--- config.mk ---
export PLATFORM = sky130hd
export DESIGN_NAME = csr_chunk_mux
export DESIGN_NICKNAME = d
export VERILOG_FILES = /design/src/rtl/csr_mux_pkg.sv /design/src/rtl/csr_mux_addr_dec.sv /design/src/rtl/csr_mux_rd_slot.sv /design/src/rtl/csr_mux_wr_slot.sv /design/src/rtl/csr_chunk_mux.sv
export SDC_FILE = /design/constraint.sdc
export NUM_CORES = 1
export LEC_CHECK = 0
export ABC_AREA = 0
export BUFFER_PORTS_ARGS = -buffer_cell sky130_fd_sc_hd__buf_2
export CORE_MARGIN = 10
export CORE_UTILIZATION = 57
export CTS_BUF_LIST = sky130_fd_sc_hd__clkbuf_4
export CTS_CLUSTER_DIAMETER = 100
export DETAILED_ROUTE_END_ITERATION = 6
export PLACE_DENSITY = 0.94
export RECOVER_POWER = 25
export SLEW_MARGIN = 25
export SYNTH_ARGS = -nofsm -noshare
export SYNTH_HDL_FRONTEND = slang
export SYNTH_SLANG_ARGS = --single-unit
--- constraint.sdc ---
create_clock -name clk -period 2.9 [get_ports clk]
set_clock_uncertainty 0.2 [all_clocks]
set_input_delay 0.58 -clock clk [delete_from_list [all_inputs] [get_ports clk]]
set_output_delay 0.58 -clock clk [all_outputs]
set_load 0.02 [all_outputs]
--- src/rtl/csr_mux_pkg.sv ---
package csr_mux_pkg;

  // Bit 0: readable, bit 1: writable.
  typedef enum logic [1:0] {
    ACC_NONE = 2'b00,
    ACC_RO   = 2'b01,
    ACC_WO   = 2'b10,
    ACC_RW   = 2'b11
  } acc_e;

  function automatic logic acc_can_read(logic [1:0] mode);
    return mode[0];
  endfunction

  function automatic logic acc_can_write(logic [1:0] mode);
    return mode[1];
  endfunction

endpackage

--- src/rtl/csr_mux_addr_dec.sv ---
module csr_mux_addr_dec #(
  parameter int ADDR_W   = 3,
  parameter int NUM_REGS = 2,
  parameter int CHUNKS   = 3,
  parameter int WIN_LOG2 = 2,
  localparam int IDX_W   = ADDR_W - WIN_LOG2
) (
  input  logic [ADDR_W-1:0]   addr,
  output logic [NUM_REGS-1:0] reg_sel,
  output logic [WIN_LOG2-1:0] chunk,
  output logic                is_first,
  output logic                is_last
);

  logic [IDX_W-1:0] idx;
  logic             hit;

  always_comb begin
    idx      = addr[ADDR_W-1:WIN_LOG2];
    chunk    = addr[WIN_LOG2-1:0];
    hit      = (int'(idx) < NUM_REGS) && (int'(chunk) < CHUNKS);
    is_first = (int'(chunk) == 0);
    is_last  = (int'(chunk) == CHUNKS - 1);
  end

  for (genvar i = 0; i < NUM_REGS; i++) begin : g_sel
    assign reg_sel[i] = hit && (int'(idx) == i);
  end

endmodule

--- src/rtl/csr_mux_rd_slot.sv ---
// Per-register read side: snapshot of upper chunks taken at the chunk-0 read.
// CHUNKS must be at least 2.
module csr_mux_rd_slot #(
  parameter int DATA_W   = 8,
  parameter int CHUNKS   = 3,
  parameter int WIN_LOG2 = 2,
  localparam int REG_W   = DATA_W * CHUNKS,
  localparam int UP_W    = DATA_W * (CHUNKS - 1)
) (
  input  logic                clk,
  input  logic                rst_n,
  input  logic                sel,
  input  logic                rd_stb,
  input  logic                is_first,
  input  logic [WIN_LOG2-1:0] chunk,
  input  logic [REG_W-1:0]    reg_val,
  output logic                rd_strobe,
  output logic [DATA_W-1:0]   rd_byte
);

  logic [UP_W-1:0] snap_q;
  logic [UP_W-1:0] snap_d;
  logic            snap_en;

  always_comb begin
    rd_strobe = rd_stb && sel && is_first;
    snap_en   = rd_strobe;
    snap_d    = reg_val[REG_W-1:DATA_W];
  end

  always_comb begin
    rd_byte = '0;
    if (is_first) begin
      rd_byte = reg_val[DATA_W-1:0];
    end else begin
      for (int k = 1; k < CHUNKS; k++) begin
        if (int'(chunk) == k) rd_byte = snap_q[(k-1)*DATA_W +: DATA_W];
      end
    end
  end

  always_ff @(posedge clk or negedge rst_n) begin
    if (!rst_n) begin
      snap_q <= '0;
    end else if (snap_en) begin
      snap_q <= snap_d;
    end
  end

endmodule

--- src/rtl/csr_mux_wr_slot.sv ---
// Per-register write side: lower chunks buffered, top chunk commits.
// CHUNKS must be at least 2.
module csr_mux_wr_slot #(
  parameter int DATA_W   = 8,
  parameter int CHUNKS   = 3,
  parameter int WIN_LOG2 = 2,
  localparam int REG_W   = DATA_W * CHUNKS,
  localparam int LO_W    = DATA_W * (CHUNKS - 1)
) (
  input  logic                clk,
  input  logic                rst_n,
  input  logic                sel,
  input  logic                wr_stb,
  input  logic                is_last,
  input  logic [WIN_LOG2-1:0] chunk,
  input  logic [DATA_W-1:0]   wr_byte,
  output logic [REG_W-1:0]    reg_wdata,
  output logic                reg_wstb
);

  logic [LO_W-1:0]  buf_q, buf_d;
  logic             buf_en;
  logic [REG_W-1:0] val_q, val_d;
  logic             commit;
  logic             stb_q;

  always_comb begin
    commit = wr_stb && sel && is_last;
    buf_en = wr_stb && sel && !is_last;
    buf_d  = buf_q;
    for (int k = 0; k < CHUNKS - 1; k++) begin
      if (int'(chunk) == k) buf_d[k*DATA_W +: DATA_W] = wr_byte;
    end
    val_d  = {wr_byte, buf_q};
  end

  always_ff @(posedge clk or negedge rst_n) begin
    if (!rst_n) begin
      buf_q <= '0;
      val_q <= '0;
      stb_q <= 1'b0;
    end else begin
      if (buf_en) buf_q <= buf_d;
      if (commit) val_q <= val_d;
      stb_q <= commit;
    end
  end

  assign reg_wdata = val_q;
  assign reg_wstb  = stb_q;

endmodule

--- src/rtl/csr_chunk_mux.sv ---
module csr_chunk_mux
  import csr_mux_pkg::*;
#(
  parameter int DATA_W   = 8,
  parameter int ADDR_W   = 3,
  parameter int NUM_REGS = 2,
  parameter int CHUNKS   = 3,
  parameter int WIN_LOG2 = 2,
  parameter logic [2*NUM_REGS-1:0] REG_ACCESS = {ACC_RO, ACC_RW},
  localparam int REG_W   = DATA_W * CHUNKS
) (
  input  logic                      clk,
  input  logic                      rst_n,
  input  logic [ADDR_W-1:0]         bus_addr,
  input  logic                      bus_rd_stb,
  output logic [DATA_W-1:0]         bus_rd_data,
  input  logic                      bus_wr_stb,
  input  logic [DATA_W-1:0]         bus_wr_data,
  input  logic [NUM_REGS*REG_W-1:0] elem_rd_data,
  output logic [NUM_REGS-1:0]       elem_rd_stb,
  output logic [NUM_REGS*REG_W-1:0] elem_wr_data,
  output logic [NUM_REGS-1:0]       elem_wr_stb
);

  logic [NUM_REGS-1:0] reg_sel;
  logic [WIN_LOG2-1:0] chunk;
  logic                is_first;
  logic                is_last;
  logic [DATA_W-1:0]   slot_byte [NUM_REGS];
  logic [DATA_W-1:0]   rd_d, rd_q;

  csr_mux_addr_dec #(
    .ADDR_W(ADDR_W), .NUM_REGS(NUM_REGS), .CHUNKS(CHUNKS), .WIN_LOG2(WIN_LOG2)
  ) i_dec (
    .addr(bus_addr), .reg_sel(reg_sel), .chunk(chunk),
    .is_first(is_first), .is_last(is_last)
  );

  for (genvar i = 0; i < NUM_REGS; i++) begin : g_reg
    if (acc_can_read(REG_ACCESS[2*i +: 2])) begin : g_rd
      csr_mux_rd_slot #(
        .DATA_W(DATA_W), .CHUNKS(CHUNKS), .WIN_LOG2(WIN_LOG2)
      ) i_rd (
        .clk(clk), .rst_n(rst_n), .sel(reg_sel[i]), .rd_stb(bus_rd_stb),
        .is_first(is_first), .chunk(chunk),
        .reg_val(elem_rd_data[i*REG_W +: REG_W]),
        .rd_strobe(elem_rd_stb[i]), .rd_byte(slot_byte[i])
      );
    end else begin : g_no_rd
      assign elem_rd_stb[i] = 1'b0;
      assign slot_byte[i]   = '0;
    end

    if (acc_can_write(REG_ACCESS[2*i +: 2])) begin : g_wr
      csr_mux_wr_slot #(
        .DATA_W(DATA_W), .CHUNKS(CHUNKS), .WIN_LOG2(WIN_LOG2)
      ) i_wr (
        .clk(clk), .rst_n(rst_n), .sel(reg_sel[i]), .wr_stb(bus_wr_stb),
        .is_last(is_last), .chunk(chunk), .wr_byte(bus_wr_data),
        .reg_wdata(elem_wr_data[i*REG_W +: REG_W]), .reg_wstb(elem_wr_stb[i])
      );
    end else begin : g_no_wr
      assign elem_wr_data[i*REG_W +: REG_W] = '0;
      assign elem_wr_stb[i]                 = 1'b0;
    end
  end

  always_comb begin
    rd_d = '0;
    for (int i = 0; i < NUM_REGS; i++) begin
      if (bus_rd_stb && reg_sel[i]) rd_d = rd_d | slot_byte[i];
    end
  end

  always_ff @(posedge clk or negedge rst_n) begin
    if (!rst_n) rd_q <= '0;
    else        rd_q <= rd_d;
  end

  assign bus_rd_data = rd_q;

endmodule

## After elaboration in Yosys (flattened, before gate mapping)

Cells that the tools add are included.

- Magnitude comparators: 1
- Eq/ne operators: 2
- Multiplexer cells: 8
- Bitwise operators: 2
- Reduce and logical (&&, ||, !) cells: 13

Operators with widths:

| cell | number |
|---|---|
| 8-bit 2-to-1 mux | 8 |
| 1-bit logical AND | 9 |
| 8-bit OR | 1 |
| 2-bit equality test (second input constant) | 2 |
| 2-bit AND reduction | 2 |
| 2-bit zero test | 1 |
| 2-bit < comparator (second input constant) | 1 |
| 1-bit zero test | 1 |
| 1-bit inverter | 1 |

- Bits in registers: 81
- Input port bits: 63
- Output and inout port bits: 60
- Logic and storage cells: 33

## Logic depth before layout (Yosys ltp)

- Depth in word-level cells: 7
- Gate-level depth with buffers: 6
- Gate-level depth less buffers: 4

## Modules after synthesis

Synthesis repeated with hierarchy kept, for this count alone.

- Cells, all modules: 273
- Area, all modules: 3,943.8 µm²

By module, submodules not included:

| module | instances | cells each | area an instance (µm²) | sequential area each (µm²) |
|---|---|---|---|---|
| csr_mux_rd_slot | 2 | 63 | 877.1 | 400.4 |
| csr_mux_wr_slot | 1 | 89 | 1,567.8 | 1,026.0 |
| csr_chunk_mux | 1 | 52 | 584.3 | 200.2 |
| csr_mux_addr_dec | 1 | 6 | 37.5 | 0.0 |

## Least setup slack after synthesis

Ideal clock, no wire load.

- Path type: input to output
- Start: input bus_addr[2]
- End: output elem_rd_stb[0]
- Arrival time: 1.450 ns
- Required time: 2.120 ns
- Setup slack: 0.670 ns
- Stages on the path: 5
- Path through: nand2b_4 > buf_6 > nor3_4 > buf_12 > buf_4

- Word-level cells in the longest chain between the ends: 4

RTL lines:

| element | line | text |
|---|---|---|
| start: declaration | csr_chunk_mux.sv:14 | `input logic [ADDR_W-1:0] bus_addr,` |
| 1-bit inverter | csr_mux_addr_dec.sv:27 | `assign reg_sel[i] = hit && (int'(idx) == i);` |
| 1-bit logical AND | csr_mux_addr_dec.sv:27 |  |
| 1-bit logical AND (2 in series) | csr_mux_rd_slot.sv:26 | `rd_strobe = rd_stb && sel && is_first;` |
| end: declaration | csr_chunk_mux.sv:20 | `output logic [NUM_REGS-1:0] elem_rd_stb,` |

Every way passes these cells.

## Worst setup path in the final report

- Start: input bus_addr[0]
- End: output elem_rd_stb[0]

- Word-level cells in the longest chain between the ends: 4
- Elaborated cells between the ends (all ways): 5

RTL lines:

| element | line | text |
|---|---|---|
| 2-bit < comparator | csr_mux_addr_dec.sv:21 | `hit = (int'(idx) < NUM_REGS) && (int'(chunk) < CHUNKS);` |
| 1-bit logical AND | csr_mux_addr_dec.sv:27 |  |
| 1-bit logical AND | csr_mux_rd_slot.sv:26 |  |
| 1-bit logical AND (*) | csr_mux_rd_slot.sv:26 |  |

Every way passes the cells marked *; elsewhere a longest branch is shown, timed or not.

==> impl_metrics.toml <==
[outcome]
status = "finished clean"

[critical_path]
cp_max_fo = 28
cp-end-kind = "output port"
criticalPathCategory = "primary input to output port"
start_kind = "primary input"
required_ns = 2.12
cp.arrival_ns = 1.41

[routing]
vias = 2386
detail-route-antenna-nets = 0
routed_via_density = 5.31
routedWlPerCell_um = 18.8
first_pass_iters = 4
drt_iter0_drc = 69
drc = 0
wl_um = 8450

[sta]
report.final.hold_viol_count = 0
period_share_pct = 75.5
finalSetupViolations = 0
rsz0062_at_grt = "no"
fin_ws_ns = 0.709
worstMarginPinSlew_ns = 1.02
fmax_mhz = 456
setup_tns_ns = 0
period_minus_slack_ns = 2.19
drv_slew = 0
maxSlewHeadroom_pct = 32.2

[power_and_ir_drop]
total_power_uw = 2990
power.density_nw_per_um2 = 682
vdd_drop_max_mv = 0.365
leakage_uw = 0.00211

[logic_synthesis]
yosys-mux-area-fraction_pct = 26.7
synth_top_family_by_area = "multiplexers"
synth_edf_count = 0
synthCells = 266
synthTopCellsByArea = "dfrtp_1 (53%), mux2_2 (23%), buf_4 (5.7%)"
ys_seq_elements = 81
ys_top_cells_by_count = "dfrtp_1 (81), mux2_2 (79), buf_4 (29)"
synth-adder-area-share_pct = 0
synth.avg_cell_area_um2 = 14.4
synthFlopType = "dfrtp_1"
synth_compound_area_share_pct = 5.75
synthSimpleGateAreaFrac_pct = 5.75
yosysMostFrequentCell = "dfrtp_1"
ys_seq_area_share_pct = 52.9
synth_xor_xnor_area_share_pct = 0
syn_area_um2 = 3830
synthArstFlopShare_pct = 100
synth_warnings = 0
synth_top_cell_area_share_pct = 52.9
yosys.area.top_type = "dfrtp_1"
synth.distinct_cells = 18

[run]
maxCapViolCount = 0

[floorplan]
initial_core_util_pct = 59.7
ios = 123
dieArea_um2 = 10400
coreArea_um2 = 6420
die_h_um = 102
die_w_um = 102
num_rows = 29

[global_route]
grt_overflow = 0
grt_usage_pct = 16.8
grt_antenna_before_repair = 1
grt_pass1_vias = 2770
grt_max_degree = 42
grt_pass1_wl_um = 13600

[clock_tree]
cts_max_level = 3
hold_buffers = 1
clkTransAtPathRegs_ns = 0.13
cts_made_buffers = 9
cts.sinks = 81
insertion_delay_ns = 0.43
cts_root_buf = "clkbuf_4"
cts_tree = "done"
post_cts_resized = 0
clockBufferDepth = 2
cts_setup_buffers = 0

[final_layout]
fill_cells = 481
drive_above_1_share_pct = 58.2
area_delta_synth_final_pct = 14.6
final_cell_area_um2 = 4390
final_cells = 449
num-nets-final = 429

[place]
place_ws_ns = 0.499
place_area_um2 = 4240
io_buffers = 97
dp_hpwl_um = 6420
gp_congestion = 0.849
dp_cells = 431

[min_path]
hold_path.class = "primary input to flip-flop"
final cells by class:
| cell class | instances | area [um2] | share of cell area [%] |
|---|---|---|---|
| timing repair buffer | 105 | 561 | 12.8 |
| clock inverter | 7 | 78.8 | 1.79 |
| clock buffer | 9 | 67.6 | 1.54 |
| multi-input combinational | 169 | 1560 | 35.5 |
| tap | 77 | 96.3 | 2.19 |
| sequential | 81 | 2030 | 46.2 |
| antenna | 1 | 2.50 | 0.0570 |
stage by stage:
step / utilization (%) / hold slack [ns]
6_report: 68.4 / 0.174
5_1_grt: 68.3 / 0.142
4_1_cts: 68.4 / 0.147
3_5_place_dp: 65.9 / 0.290
3_3_place_gp: 65.9 / 0.281
2_1_floorplan: - / 0.0844
final timing paths:
check | start | to | slack, ns | cells after the start
max reg2reg | g_reg[0].g_rd.i_rd.snap_q[13] | bus_rd_data[5] | 1.52 | 4
min in group asynchronous | rst_n | g_reg[0].g_wr.i_wr.reg_wdata[14] | 0.65 | 2
max in group asynchronous | rst_n | g_reg[1].g_rd.i_rd.snap_q[8] | 1.10 | 3
min | elem_rd_data[21] | g_reg[0].g_rd.i_rd.snap_q[13] | 0.17 | 2
max | bus_addr[0] | elem_rd_stb[0] | 0.71 | 3
min reg2reg | g_reg[0].g_wr.i_wr.reg_wdata[0] | g_reg[0].g_wr.i_wr.reg_wdata[0] | 0.31 | 1
cell families after synthesis:
family / Yosys count
mux: 88
simple gates: 24
buf+inv: 40
compound gates: 32
other cells: 1
flops: 81
power breakdown:
| part | leakage (uW) | switching (uW) | internal, uW |
|---|---|---|---|
| clock | 0.0000692 | 403 | 269 |
| combinational | 0.00105 | 410 | 383 |
| sequential | 0.000986 | 137 | 1390 |
| total | 0.00211 | 949 | 2040 |
metal layers:
metal	wire [um]	track usage, %	up-vias
met2	4270	29.3	98
met1	3190	18.0	1182
met4	123	5.53	0
met3	858	7.02	12
li1	-	-	1094
met5	0	0	-
state kept, by name, summed over array words and instances, names as in the netlist:
name,flops
g.g_rd.i_rd.snap_q,32
g.g_wr.i_wr.buf_q,16
g.g_wr.i_wr.reg_wdata,24
g.g_wr.i_wr.reg_wstb,1
bus_rd_data,8
critical path, stage by stage:
cell,delay [ns]
buf_2,0.53
nor3_4,0.10
buf_2,0.19
cells in the final DEF, fill, tap and decap left out, types with 2 or more instances in the layout:
master and instances:
mux2_4 9, conb_1 25, nand2b_1 16, clkinvlp_4 3, nor3b_4 2, nor3_4 3
inv_6 2, mux2_2 79, a21oi_1 16, clkbuf_4 9, buf_4 6, nand2b_4 2
o21a_1 8, buf_2 96, dfrtp_1 81, a221o_1 8
Power figures use the tool's default switching activity.
